$ cat config.mk
export PLATFORM = sky130hd
export DESIGN_NAME = tcs_decoder
export DESIGN_NICKNAME = d
export VERILOG_FILES = /design/src/rtl/tcs_pkg.sv /design/src/rtl/tcs_bcd2bin.sv /design/src/rtl/tcs_phase_div.sv /design/src/rtl/tcs_decoder.sv
export SDC_FILE = /design/constraint.sdc
export NUM_CORES = 1
export LEC_CHECK = 0
export ABC_CLOCK_PERIOD_IN_PS = 5650
export BUFFER_PORTS_ARGS = -buffer_cell sky130_fd_sc_hd__buf_2
export CAP_MARGIN = 25
export CORE_UTILIZATION = 50
export CTS_BUF_LIST = sky130_fd_sc_hd__clkbuf_16
export CTS_CLUSTER_SIZE = 16
export DETAILED_ROUTE_END_ITERATION = 8
export GPL_ROUTABILITY_DRIVEN = 0
export GPL_TIMING_DRIVEN = 0
export PLACE_DENSITY = 0.76
export SLEW_MARGIN = 10
export SYNTH_ARGS = -nofsm -noshare
export SYNTH_HDL_FRONTEND = slang
export SYNTH_SLANG_ARGS = --single-unit
$ cat constraint.sdc
create_clock -name clk -period 5.65 [get_ports clk]
set_clock_uncertainty 0.05 [all_clocks]
set_input_delay 0.2825 -clock clk [delete_from_list [all_inputs] [get_ports clk]]
set_output_delay 0.2825 -clock clk [all_outputs]
set_load 0.01 [all_outputs]
$ cat src/rtl/tcs_pkg.sv
package tcs_pkg;
  localparam int TCS_WORD_W   = 32;
  localparam int TCS_HALF_W   = 7;
  localparam int TCS_PHASE_W  = 2 * TCS_HALF_W;
  localparam int TCS_NFIELD   = 4;
  localparam int TCS_DIVIDEND = 400_000_000;

  typedef enum logic [1:0] {
    FPS_24   = 2'b00,
    FPS_25   = 2'b01,
    FPS_2997 = 2'b10,
    FPS_30   = 2'b11
  } tcs_fps_e;

  typedef struct packed {
    logic                                   present;
    logic [TCS_NFIELD-1:0][TCS_HALF_W-1:0]  bin;
    logic [TCS_NFIELD-1:0]                  bcd_err;
    tcs_fps_e                               fps;
    logic                                   drop;
    logic                                   pal;
    logic                                   ntsc;
    logic                                   wclk;
    logic                                   ltc;
    logic                                   lock;
    logic [TCS_PHASE_W-1:0]                 phase;
    logic                                   div_err;
  } tcs_res_t;
endpackage

$ cat src/rtl/tcs_bcd2bin.sv
module tcs_bcd2bin (
  input  logic [6:0] bcd,
  output logic [6:0] bin,
  output logic       bad
);
  logic [2:0] tens;
  logic [3:0] units;

  always_comb begin
    tens  = bcd[6:4];
    units = bcd[3:0];
    bin   = 7'(tens) * 7'd10 + 7'(units);
    bad   = (units > 4'd9);
  end
endmodule

$ cat src/rtl/tcs_phase_div.sv
module tcs_phase_div #(
  parameter int NUM   = 400_000_000,
  parameter int NUM_W = $clog2(NUM + 1),
  parameter int DEN_W = 14
) (
  input  logic             clk,
  input  logic             rst_n,
  input  logic             load,
  input  logic             go,
  input  logic [DEN_W-1:0] den,
  output logic [NUM_W-1:0] quo,
  output logic             done
);
  localparam int CNT_W = $clog2(NUM_W + 1);
  localparam logic [NUM_W-1:0] NUM_V = NUM_W'(NUM);

  logic             busy_q, busy_d;
  logic [CNT_W-1:0] cnt_q, cnt_d;
  logic [DEN_W-1:0] rem_q, rem_d, den_q, den_d;
  logic [NUM_W-1:0] dvd_q, dvd_d, acc_q, acc_d, res_q, res_d;
  logic             done_q, done_d;
  logic [DEN_W:0]   trial;
  logic             qbit;

  always_comb begin
    busy_d = busy_q; cnt_d = cnt_q; rem_d = rem_q; den_d = den_q;
    dvd_d  = dvd_q;  acc_d = acc_q; res_d = res_q; done_d = 1'b0;
    trial  = {rem_q, dvd_q[NUM_W-1]};
    qbit   = (trial >= {1'b0, den_q});
    if (load) begin
      busy_d = go; cnt_d = '0; rem_d = '0; den_d = den;
      dvd_d  = NUM_V; acc_d = '0; res_d = '0;
    end else if (busy_q) begin
      rem_d = qbit ? DEN_W'(trial - {1'b0, den_q}) : DEN_W'(trial);
      dvd_d = {dvd_q[NUM_W-2:0], 1'b0};
      acc_d = {acc_q[NUM_W-2:0], qbit};
      cnt_d = cnt_q + 1'b1;
      if (cnt_q == CNT_W'(NUM_W - 1)) begin
        busy_d = 1'b0;
        res_d  = {acc_q[NUM_W-2:0], qbit};
        done_d = 1'b1;
      end
    end
  end

  always_ff @(posedge clk or negedge rst_n) begin
    if (!rst_n) begin
      busy_q <= 1'b0; cnt_q <= '0; rem_q <= '0; den_q <= '0;
      dvd_q  <= '0;   acc_q <= '0; res_q <= '0; done_q <= 1'b0;
    end else begin
      busy_q <= busy_d; cnt_q <= cnt_d; rem_q <= rem_d; den_q <= den_d;
      dvd_q  <= dvd_d;  acc_q <= acc_d; res_q <= res_d; done_q <= done_d;
    end
  end

  assign quo  = res_q;
  assign done = done_q;

  // the step counter never runs past the quotient width
  a_r8_cnt_bound: assert property (@(posedge clk) disable iff (!rst_n)
    busy_q |-> (cnt_q < CNT_W'(NUM_W)));
  // a partial remainder stays below the divisor
  a_r8_rem_below_den: assert property (@(posedge clk) disable iff (!rst_n)
    (busy_q && cnt_q != '0) |-> (rem_q < den_q));
endmodule

$ cat src/rtl/tcs_decoder.sv
module tcs_decoder
  import tcs_pkg::*;
#(
  parameter int DIVIDEND = TCS_DIVIDEND,
  parameter int FREQ_W   = $clog2(DIVIDEND + 1)
) (
  input  logic                   clk,
  input  logic                   rst_n,
  input  logic                   load,
  input  logic [TCS_WORD_W-1:0]  word0,
  input  logic [TCS_WORD_W-1:0]  word1,
  input  logic [TCS_WORD_W-1:0]  word2,
  input  logic [TCS_WORD_W-1:0]  word3,
  output logic                   res_valid,
  output logic                   card_present,
  output logic [TCS_HALF_W-1:0]  hours,
  output logic [TCS_HALF_W-1:0]  minutes,
  output logic [TCS_HALF_W-1:0]  seconds,
  output logic [TCS_HALF_W-1:0]  frames,
  output logic [TCS_NFIELD-1:0]  bcd_err,
  output logic [1:0]             fps_code,
  output logic                   drop_frame,
  output logic                   pal_in,
  output logic                   ntsc_in,
  output logic                   wclk_valid,
  output logic                   ltc_valid,
  output logic                   pll_locked,
  output logic [TCS_PHASE_W-1:0] pll_phase,
  output logic                   freq_done,
  output logic [FREQ_W-1:0]      freq_est,
  output logic                   div_err
);
  localparam int NMARK = 3;

  logic [NMARK-1:0][TCS_WORD_W-1:0]       mark_words;
  logic [NMARK-1:0]                       mark_ok;
  logic                                   tail_ok, pres_w;
  logic [TCS_NFIELD-1:0][TCS_HALF_W-1:0]  bin_w;
  logic [TCS_NFIELD-1:0]                  bad_w;
  logic [TCS_PHASE_W-1:0]                 phase_w;
  tcs_res_t                               res_q, res_d;
  logic                                   vld_q, imm_q, imm_d, div_go, div_done;
  logic                                   unused_bits;

  assign mark_words = {word2, word1, word0};

  generate
    for (genvar g = 0; g < NMARK; g++) begin : g_mark
      assign mark_ok[g] = mark_words[g][31] & mark_words[g][23]
                        & mark_words[g][15] & mark_words[g][7];
    end
    for (genvar f = 0; f < TCS_NFIELD; f++) begin : g_field
      tcs_bcd2bin u_bcd (
        .bcd (word0[f*8 +: TCS_HALF_W]),
        .bin (bin_w[f]),
        .bad (bad_w[f])
      );
    end
  endgenerate

  assign tail_ok = word3[31] & word3[15] & (word3[14:0] == 15'd0);
  assign pres_w  = (&mark_ok) & tail_ok;
  assign phase_w = {word2[14:8], word2[6:0]};
  assign div_go  = load & pres_w & (phase_w != '0);

  always_comb begin
    res_d = res_q;
    imm_d = 1'b0;
    if (load) begin
      res_d         = '0;
      res_d.present = pres_w;
      imm_d         = ~div_go;
      if (pres_w) begin
        res_d.bin     = bin_w;
        res_d.bcd_err = bad_w;
        res_d.fps     = tcs_fps_e'(word1[11:10]);
        res_d.drop    = word1[9];
        res_d.pal     = word1[6];
        res_d.ntsc    = word1[5];
        res_d.wclk    = word1[4];
        res_d.ltc     = word1[3];
        res_d.lock    = word1[0];
        res_d.phase   = phase_w;
        res_d.div_err = (phase_w == '0);
      end
    end
  end

  always_ff @(posedge clk or negedge rst_n) begin
    if (!rst_n) begin
      res_q <= '0;
      vld_q <= 1'b0;
      imm_q <= 1'b0;
    end else begin
      res_q <= res_d;
      vld_q <= load;
      imm_q <= imm_d;
    end
  end

  tcs_phase_div #(
    .NUM   (DIVIDEND),
    .NUM_W (FREQ_W),
    .DEN_W (TCS_PHASE_W)
  ) u_div (
    .clk   (clk),
    .rst_n (rst_n),
    .load  (load),
    .go    (div_go),
    .den   (phase_w),
    .quo   (freq_est),
    .done  (div_done)
  );

  assign res_valid    = vld_q;
  assign card_present = res_q.present;
  assign frames       = res_q.bin[0];
  assign seconds      = res_q.bin[1];
  assign minutes      = res_q.bin[2];
  assign hours        = res_q.bin[3];
  assign bcd_err      = res_q.bcd_err;
  assign fps_code     = res_q.fps;
  assign drop_frame   = res_q.drop;
  assign pal_in       = res_q.pal;
  assign ntsc_in      = res_q.ntsc;
  assign wclk_valid   = res_q.wclk;
  assign ltc_valid    = res_q.ltc;
  assign pll_locked   = res_q.lock;
  assign pll_phase    = res_q.phase;
  assign div_err      = res_q.div_err;
  assign freq_done    = imm_q | div_done;

  assign unused_bits = ^{word1[30:24], word1[22:16], word1[14:12], word1[8],
                         word1[2:1], word2[30:24], word2[22:16], word3[30:16]};

  // an absent card reports nothing but its absence
  a_r2_absent_zero: assert property (@(posedge clk) disable iff (!rst_n)
    (res_valid && !card_present) |-> (hours == '0 && minutes == '0 &&
      seconds == '0 && frames == '0 && bcd_err == '0 && pll_phase == '0 &&
      !pll_locked && freq_done && freq_est == '0 && !div_err));
  // the finished quotient is the floor of dividend over phase
  a_r8_floor_bound: assert property (@(posedge clk) disable iff (!rst_n)
    (freq_done && card_present && !div_err) |->
      ((64'(freq_est) * 64'(pll_phase) <= 64'(DIVIDEND)) &&
       ((64'(freq_est) + 64'd1) * 64'(pll_phase) > 64'(DIVIDEND))));
  // zero phase ends at once with the error flag and no quotient
  a_r9_zero_phase: assert property (@(posedge clk) disable iff (!rst_n)
    (res_valid && card_present && pll_phase == '0) |->
      (div_err && freq_done && freq_est == '0));
  // the result strobe is a single-cycle pulse
  a_r10_valid_pulse: assert property (@(posedge clk) disable iff (!rst_n)
    (res_valid && !load) |=> !res_valid);
  // decoded fields hold between loads
  a_r10_hold: assert property (@(posedge clk) disable iff (!rst_n)
    !load |=> ($stable(hours) && $stable(pll_phase) && $stable(card_present)));
endmodule

==> flow_summary.yaml, run 1 <==
cts:
  insertion_delay_ns: 0.43
  htree_levels: 4
  clkTransAtPathRegs_ns: 0.07
  cts_sinks: 169
  tritoncts: "yes"
  clock_path_buffers: 2
  cts-root-buf: "clkbuf_16"
  cts_buffers: 17
routing:
  vias: 6488
  final_antenna_net_count: 0
  drt_first_pass_iters: 5
  wire_per_inst_um: 16.3
  routed_via_density: 5.43
  drt-initial-drc-count: 354
  drt-total-wl_um: 19400
  drc: 0
flow_run:
  maxCapViolations: 0
layout:
  final_area_sq_um: 9890
  area_delta_synth_final_pct: 21.8
  mostFrequentLayoutCell: "buf_2"
  drive_gt1_share_pct: 21.6
  nets: 1142
  diodes: 0
  fillers: 1361
  mostFrequentLayoutCells: "buf_2 (171), dfrtp_1 (169), nand2_1 (95), nor2_1 (68), a22o_1 (46)"
logic_synthesis:
  syn-num-nets: 952
  synthDistinctLibCells: 53
  synthArstFlopShare_pct: 100
  synth_area_leader_cell: "dfrtp_1"
  syn_avg_cell_area_sq_um: 10.5
  seq_area_frac_synth_pct: 52.1
  ys.flop_type: "dfrtp_1"
  ys_warn_count: 0
  synth_top_area_share_pct: 52.1
  syn_inst: 776
  synth_mux_area_share_pct: 5.82
  synth_area_sq_um: 8120
  synth-simple-area-share_pct: 12.8
  synth-seq-cells: 169
  synth_edf_count: 0
  synth_xor_xnor_area_share_pct: 2.80
  ys_top_cells_by_area: "dfrtp_1 (52%), ha_1 (6.2%), mux2i_1 (5.5%)"
  synth_top_family_by_area: "compound AO/OA/AOI/OAI gates"
  synth_compound_area_share_pct: 15.4
  synthAdderAreaFrac_pct: 7.39
floorplan:
  die-area_sq_um: 16800
  start_util_pct: 51.1
  fp.dieH_um: 129
  ios: 218
  core_area_sq_um: 15900
  die_w_um: 129
  rows: 46
setup_path:
  cpPeakStageDelay_ns: 0.46
  worstSetupPathType: "flip-flop to flip-flop"
  crit_slowest_cell: "or4b_1"
  rrSetupSlack_ns: 2.73
  worstPathArrival_ns: 3.19
  crit_required_ns: 5.92
  cp_cell_sequence: "inv_1 -> ha_1 -> inv_1 -> fa_1 -> a211oi_1 -> nor3_1 -> and4bb_1 -> nor3_1 -> or4b_1 -> a311oi_1"
  reg2reg_to: "u_div.rem_q[12]"
  crit_path_start: "u_div.dvd_q[28]"
  start_kind: "flip-flop"
  end_kind: "flip-flop"
  r2r_cells: 10
  cp-endpoint: "u_div.rem_q[12]"
  rr_startpoint: "u_div.dvd_q[28]"
  crit_fanout: 3
timing:
  rsz0062_at_grt: "no"
  finalSetupViolCount: 0
  tns_ns: 0
  period_share_pct: 51.7
  hold_viol_final: 0
  fin_crit_ns: 2.92
  fmax_ghz: 0.342
  slew-limit-headroom_pct: 50.3
  drv_slew: 0
  timing.hold.ws_ns: 0.0137
  tightest_slew_ns: 0.746
power_and_ir_drop:
  peakVddDrop_mv: 0.218
  p_leak_nw: 4.82
  power_density_nw_per_um2: 268
grt:
  grt_max_degree: 113
  antenna_found_initial: 0
  track_usage_pct: 25.0
  grt_overflow_total: 0
  grt_pass1_vias: 6442
  grt_pass1_wl_um: 32000
placed_design:
  placed_cell_area_sq_um: 9270
  io_buffers: 168
  dp_hpwl_um: 14300
outcome:
  status: "finished, final reports clean"
worst_hold_path:
  hold_class: "input pin to flip-flop"
## flip-flops by register name, indices dropped and copies added (netlist names), 2 cells and up
signal       count
bcd_err          4
fps_code         2
frames           7
hours            7
minutes          7
pll_phase       14
seconds          7
u_div.acc_q     28
u_div.cnt_q      5
u_div.den_q     14
u_div.dvd_q     19
u_div.quo       29
u_div.rem_q     14
## cell families (layout without fill, tap and decap cells)
family	after synthesis	count (layout)
xor gates and xnor gates	26	26
DFF	169	169
AOI/OAI and AO/OA	180	180
muxes	47	47
adders and majority gates	45	45
buffers and inverters	79	282
and+or+nand+nor	230	230
## through the flow
stage,std cells,total power [W],utilization (%),setup WS [ns]
finish,1195,0.00265,62.3,2.73
global route,1195,0.00274,62.3,2.57
CTS,1195,0.00267,62.3,2.76
detailed placement,1161,0.00148,58.4,2.79
global placement,1160,0.00147,58.1,1.64
floorplan,776,0.00138,-,3.10
## metal layers
metal | up-vias | global-route usage, % | part of all wire (%)
met1 | 3116 | 32.3 | 45
met4 | 0 | 9.78 | 1.8
met5 | - | 0 | 0
met3 | 31 | 5.78 | 5.9
li1 | 3120 | - | -
met2 | 221 | 40.9 | 48
## where the power goes
part	switching, W	internal [W]
logic	0.000145	0.0000906
clock network	0.000492	0.000698
registers	0.00000272	0.00122
## worst min path at each step
stage	startpoint	endpoint	depth (start not counted)
detailed placement	rst_n	u_div.quo[20]	1
floorplan	rst_n	bcd_err[0]	0
CTS	word0[16]	minutes[0]	2
finish	word1[5]	ntsc_in	2
global route	word0[24]	hours[0]	2
global placement	load	res_valid	1
## cell usage after synthesis (3+ instances only)
library cell	count
a211oi_1	3
a21o_1	8
a21oi_1	40
a22o_1	46
a311oi_1	13
buf_1	10
buf_2	4
clkbuf_1	28
dfrtp_1	169
fa_1	5
ha_1	40
inv_1	33
mux2i_1	45
nand2_1	95
nand3_1	16
nand4_1	10
nor2_1	68
nor2b_1	7
nor3_1	9
nor4_1	7
o211ai_1	3
o21ai_0	42
o2bb2ai_1	10
or3_1	3
or4_1	3
xnor2_1	18
xor2_1	8
## final cells by class
cell class,instances,area (sq um),area share [%]
Sequential cell,169,4230,42.7
Timing Repair Buffer,171,898,9.08
Multi-Input combinational cell,528,3580,36.2
Inverter,34,128,1.29
Tap cell,216,270,2.73
Clock buffer,17,425,4.30
Clock inverter,15,176,1.78
Buffer,45,183,1.85
## critical path: cells and delay by family, from the launching register on
family                   cells  cell delay (ns)
AO/OA/AOI/OAI                2             0.62
adder cells (fa/ha/maj)      2             0.62
buffers and inverters        2             0.16
flip-flops                   1             0.38
AND/OR/NAND/NOR              4             1.00
## repair_timing
action,in CTS,in global routing
hold buffers,2,0
endpoints found under the setup margin,0,0
hold endpoints to repair,58,0
gates resized for setup,0,0
buffers inserted,0,0
Note: power is estimated with default switching activity, not from simulation.
==> run 2, diff against run 1 <==
- ABC_CLOCK_PERIOD_IN_PS: 5650 -> 2600
- CORE_UTILIZATION: 50 -> 48
- PLACE_DENSITY: 0.76 -> 0.77
- clock period: 5.65 -> 2.6 ns (I/O delays scaled with it)
==> flow_summary.yaml, run 2 (synthesized netlist as in run 1, its figures left out) <==
cts:
  insertion_delay_ns: 0.43
  htree_levels: 4
  cts-root-buf: "clkbuf_16"
  tritoncts: "yes"
  clkTransAtPathRegs_ns: 0.07
  cts_buffers: 17
  clock_path_buffers: 2
  cts_sinks: 169
routing:
  drc: 0
  final_antenna_net_count: 0
  vias: 6800
  routed_via_density: 5.48
  drt-total-wl_um: 20400
  drt-initial-drc-count: 397
  wire_per_inst_um: 16.4
  drt_first_pass_iters: 5
timing:
  tightest_slew_ns: 0.730
  hold_viol_final: 0
  tns_ns: 0
  slew-limit-headroom_pct: 51.3
  finalSetupViolCount: 0
  fin_crit_ns: 2.57
  period_share_pct: 98.8
  rsz0062_at_grt: "yes"
  fmax_ghz: 0.389
  drv_slew: 0
placed_design:
  dp_hpwl_um: 14400
  placed_cell_area_sq_um: 9280
  io_buffers: 168
layout:
  area_delta_synth_final_pct: 27.0
  nets: 1183
  fillers: 1278
  diodes: 0
  drive_gt1_share_pct: 23.0
  mostFrequentLayoutCells: "buf_2 (173), dfrtp_1 (168), nand2_1 (95), nor2_1 (68), a22o_1 (46)"
  mostFrequentLayoutCell: "buf_2"
  largest_reg_flops: 29
  final_area_sq_um: 10300
  multiInputGateArea_sq_um: 3640
  seqCellArea_sq_um: 4230
setup_path:
  worstSetupPathType: "flip-flop to flip-flop"
  reg2reg_to: "u_div.rem_q[12]"
  rrSetupSlack_ns: 0.03
  r2r_cells: 10
  cpPeakStageDelay_ns: 0.49
  crit_slowest_cell: "or4b_1"
  cp_cell_sequence: "inv_2 -> ha_4 -> inv_1 -> fa_2 -> a211oi_4 -> nor3_2 -> and4bb_1 -> nor3_1 -> or4b_1 -> a311oi_2"
  cp-endpoint: "u_div.rem_q[12]"
  crit_buf_inv: 2
  cp_top_family: "simple AND/OR/NAND/NOR gates"
  crit_fanout: 2
  crit_required_ns: 2.88
  start_kind: "flip-flop"
  worstPathArrival_ns: 2.85
  end_kind: "flip-flop"
  rr_startpoint: "u_div.dvd_q[28]"
  worst-path-stages: 10
  crit_path_start: "u_div.dvd_q[28]"
power_and_ir_drop:
  peakVddDrop_mv: 0.491
  p_leak_nw: 4.95
  power_density_nw_per_um2: 551
floorplan:
  fp.dieH_um: 132
  die_w_um: 132
  rows: 47
  core_area_sq_um: 16500
  start_util_pct: 49.2
  ios: 218
  die-area_sq_um: 17400
flow_run:
  maxCapViolations: 0
grt:
  grt_max_degree: 99
  grt_pass1_wl_um: 33300
  grt_pass1_vias: 6733
  track_usage_pct: 24.3
  antenna_found_initial: 0
  grt_overflow_total: 0
worst_hold_path:
  hold_class: "input pin to flip-flop"
outcome:
  status: "finished, final reports clean"
## run 2: cell types whose count changed in the layout (fill, tap and decap cells not counted), moves of 3 or more
cell	before	now
dlygate4sd3_1	2	35
ha_1	40	33
inv_6	1	4
inv_1	35	32
clkinv_4	4	1
buf_4	2	10
ha_2	0	6
## run 2: worst reg2reg max path: stages (launching register included)
cell	delay, ns
dfrtp_1	0.40
inv_2	0.09
ha_4	0.13
inv_1	0.04
fa_2	0.36
a211oi_4	0.25
nor3_2	0.07
and4bb_1	0.29
nor3_1	0.06
or4b_1	0.49
a311oi_2	0.24
## run 2: area by class of cell
cell class | count | area share, %
Sequential cell | 169 | 41.0
Tap cell | 220 | 2.67
Buffer | 45 | 1.78
Clock buffer | 17 | 4.12
Timing Repair Buffer | 212 | 12.5
Multi-Input combinational cell | 528 | 35.3
Inverter | 34 | 1.24
Clock inverter | 15 | 1.38
## run 2: timing repair
action | 4_1_cts | 5_1_grt
setup endpoints to repair | 1 | 14
hold endpoints to repair | 116 | 0
hold buffers | 35 | 0
resized for setup | 4 | 19
buffers inserted | 4 | 4
pin swaps | 5 | 8
## run 2: metal layers
layer	GRT usage [%]	wire length [um]	up-vias	share of wire, %
met5	0	0	-	0
met2	41.1	10100	244	50
met3	5.34	1230	41	6.0
met1	30.7	8570	3305	42
met4	9.11	462	0	2.3
li1	-	-	3210	-
## run 2: how the worst min path moves through the flow
stage / end / cells after the start / from
global placement: res_valid / 1 / load
floorplan: bcd_err[0] / 0 / rst_n
finish: frames[1] / 3 / word0[1]
global route: hours[1] / 3 / word0[28]
detailed placement: u_div.quo[20] / 1 / rst_n
CTS: frames[1] / 3 / word0[1]
## run 2: per-stage QoR
| step | total power [W] | hold slack [ns] | utilization [%] | instances | setup slack, ns |
|---|---|---|---|---|---|
| 2_1_floorplan | 0.00299 | -0.216 | - | 776 | 0.0455 |
| 3_3_place_gp | 0.00320 | 0.202 | 55.9 | 1164 | -1.25 |
| 3_5_place_dp | 0.00321 | 0.0837 | 56.1 | 1165 | -0.236 |
| 4_1_cts | 0.00570 | 0.00584 | 62.0 | 1236 | -0.0655 |
| 5_1_grt | 0.00589 | 0.0314 | 62.4 | 1240 | -0.118 |
| 6_report | 0.00568 | 0.0152 | 62.4 | 1240 | 0.0311 |
## run 2: power by group
group | internal (W) | switching (W)
sequential | 0.00265 | 0.00000628
combinational | 0.000244 | 0.000333
clock | 0.00134 | 0.00111
total | 0.00423 | 0.00145
==> run 3, diff against run 2 <==
- CELL_PAD_IN_SITES_DETAIL_PLACEMENT: default -> 0
- CELL_PAD_IN_SITES_GLOBAL_PLACEMENT: default -> 2
- CORE_UTILIZATION: 48 -> 30
- PLACE_DENSITY: 0.77 -> default
- PLACE_DENSITY_LB_ADDON: default -> 0.1
==> flow_summary.yaml, run 3 (synthesized netlist as in run 1, its figures left out) <==
routing:
  drt-initial-drc-count: 294
  routed_via_density: 4.82
  drt-total-wl_um: 23400
  drc: 8
  drt_first_pass_iters: 6
  final_antenna_net_count: 0
  vias: 6525
  wire_per_inst_um: 17.3
flow_run:
  maxCapViolations: 0
placed_design:
  dp_hpwl_um: 17200
  pre_cts_ws_ns: -0.266
  placed_cell_area_sq_um: 9420
  dp_cells: 1280
  io_buffers: 168
worst_hold_path:
  hp-start: "word0[12]"
  hold_class: "input pin to flip-flop"
  hold_depth: 3
  hold_end: "seconds[1]"
layout:
  final_area_sq_um: 10600
  mostFrequentLayoutCell: "buf_2"
  seqCellArea_sq_um: 4230
  nets: 1183
  diodes: 0
  fillers: 2635
  final_cells: 1355
  mostFrequentLayoutCells: "buf_2 (171), dfrtp_1 (168), nand2_1 (95), nor2_1 (68), a22o_1 (46)"
  area_delta_synth_final_pct: 30.0
  drive_gt1_share_pct: 23.1
  multiInputGateArea_sq_um: 3700
  largest_reg_flops: 29
grt:
  grt_max_degree: 101
  grt_pass1_vias: 6698
  antenna_found_initial: 0
  track_usage_pct: 17.3
  grt_overflow_total: 0
  grt_pass1_wl_um: 37500
timing:
  slew-limit-headroom_pct: 51.0
  period_share_pct: 98.5
  drv_slew: 0
  timing.hold.ws_ns: 0.0170
  finalSetupViolCount: 0
  hold_viol_final: 0
  tightest_slew_ns: 0.735
  rsz0062_at_grt: "yes"
  fmax_ghz: 0.390
  fin_crit_ns: 2.56
  layout_setup_ws_ns: 0.0381
setup_path:
  cpPeakStageDelay_ns: 0.51
  rrSetupSlack_ns: 0.04
  crit_fanout: 5
  rr_startpoint: "u_div.rem_q[9]"
  crit_required_ns: 2.89
  end_kind: "flip-flop"
  worstPathArrival_ns: 2.85
  crit_buf_inv: 0
  cp_top_family: "simple AND/OR/NAND/NOR gates"
  crit_path_start: "u_div.rem_q[9]"
  r2r_cells: 7
  worst-path-stages: 7
  start_kind: "flip-flop"
  crit_slowest_cell: "or4b_1"
  cp_cell_sequence: "ha_2 -> nand3_2 -> nor4_4 -> nor4_1 -> and3_4 -> or4b_1 -> a311oi_1"
  worstSetupPathType: "flip-flop to flip-flop"
  reg2reg_to: "u_div.rem_q[12]"
cts:
  htree_levels: 4
  cts_buffers: 17
  tritoncts: "yes"
  clock_path_buffers: 2
  clkTransAtPathRegs_ns: 0.07
  cts-root-buf: "clkbuf_16"
  cts_sinks: 169
  insertion_delay_ns: 0.43
outcome:
  violations: "DRC"
  status: "complete, but fails checks"
floorplan:
  fp.dieH_um: 167
  start_util_pct: 30.9
  ios: 218
  rows: 59
  die-area_sq_um: 27700
  core_area_sq_um: 26300
  die_w_um: 167
power_and_ir_drop:
  p_leak_nw: 4.99
  power_density_nw_per_um2: 558
  peakVddDrop_mv: 0.309
-- run 3: worst max-delay path by stage --
stage / endpoint / slack, ns
after floorplan: u_div.rem_q[12] / 0.05
after global placement: minutes[0] / -1.69
after detailed placement: u_div.rem_q[12] / -0.27
after CTS: u_div.rem_q[12] / -0.01
after global routing: u_div.rem_q[12] / -0.05
final: u_div.rem_q[12] / 0.04
-- run 3: where the power goes --
group          leakage [nW]  switching [W]  internal, W
Sequential             2.27     0.00000667      0.00265
Combinational          2.43       0.000344     0.000250
Clock                 0.292        0.00113      0.00152
Total                  4.99        0.00148      0.00442
-- run 3: area by class of cell --
| cell class | count | area share, % |
|---|---|---|
| Buffer | 45 | 1.80 |
| Timing Repair Buffer | 212 | 12.3 |
| Sequential cell | 169 | 40.0 |
| Clock inverter | 15 | 1.66 |
| Inverter | 34 | 1.21 |
| Multi-Input combinational cell | 528 | 35.0 |
| Clock buffer | 17 | 4.03 |
| Tap cell | 335 | 3.97 |
-- run 3: tightest hold or removal path, stage by stage --
cell,delay [ns]
buf_2,0.09
ha_1,0.12
a22o_1,0.11
-- run 3: what timing repair did --
| action | in CTS | in global routing |
|---|---|---|
| hold buffers | 38 | 0 |
| endpoints found under the hold margin | 114 | 0 |
| buffers inserted | 4 | 1 |
| pin swaps | 6 | 7 |
| endpoints found under the setup margin | 11 | 20 |
| resized for setup | 17 | 16 |
-- run 3: metal layers --
layer / GRT usage [%] / up-vias / share of wire [%]
met5: 0 / - / 0
met3: 2.97 / 22 / 3.5
met4: 5.27 / 0 / 1.7
met2: 27.8 / 152 / 47
li1: - / 3207 / -
met1: 23.7 / 3144 / 47
-- run 3: through the flow --
stage,TNS [ns],power [W],util (%)
finish,0,0.00589,40.2
global route,-0.0916,0.00614,40.2
CTS,-0.0119,0.00596,40.0
detailed placement,-1.73,0.00324,35.9
global placement,-283.73,0.00323,35.7
floorplan,0,0.00299,-
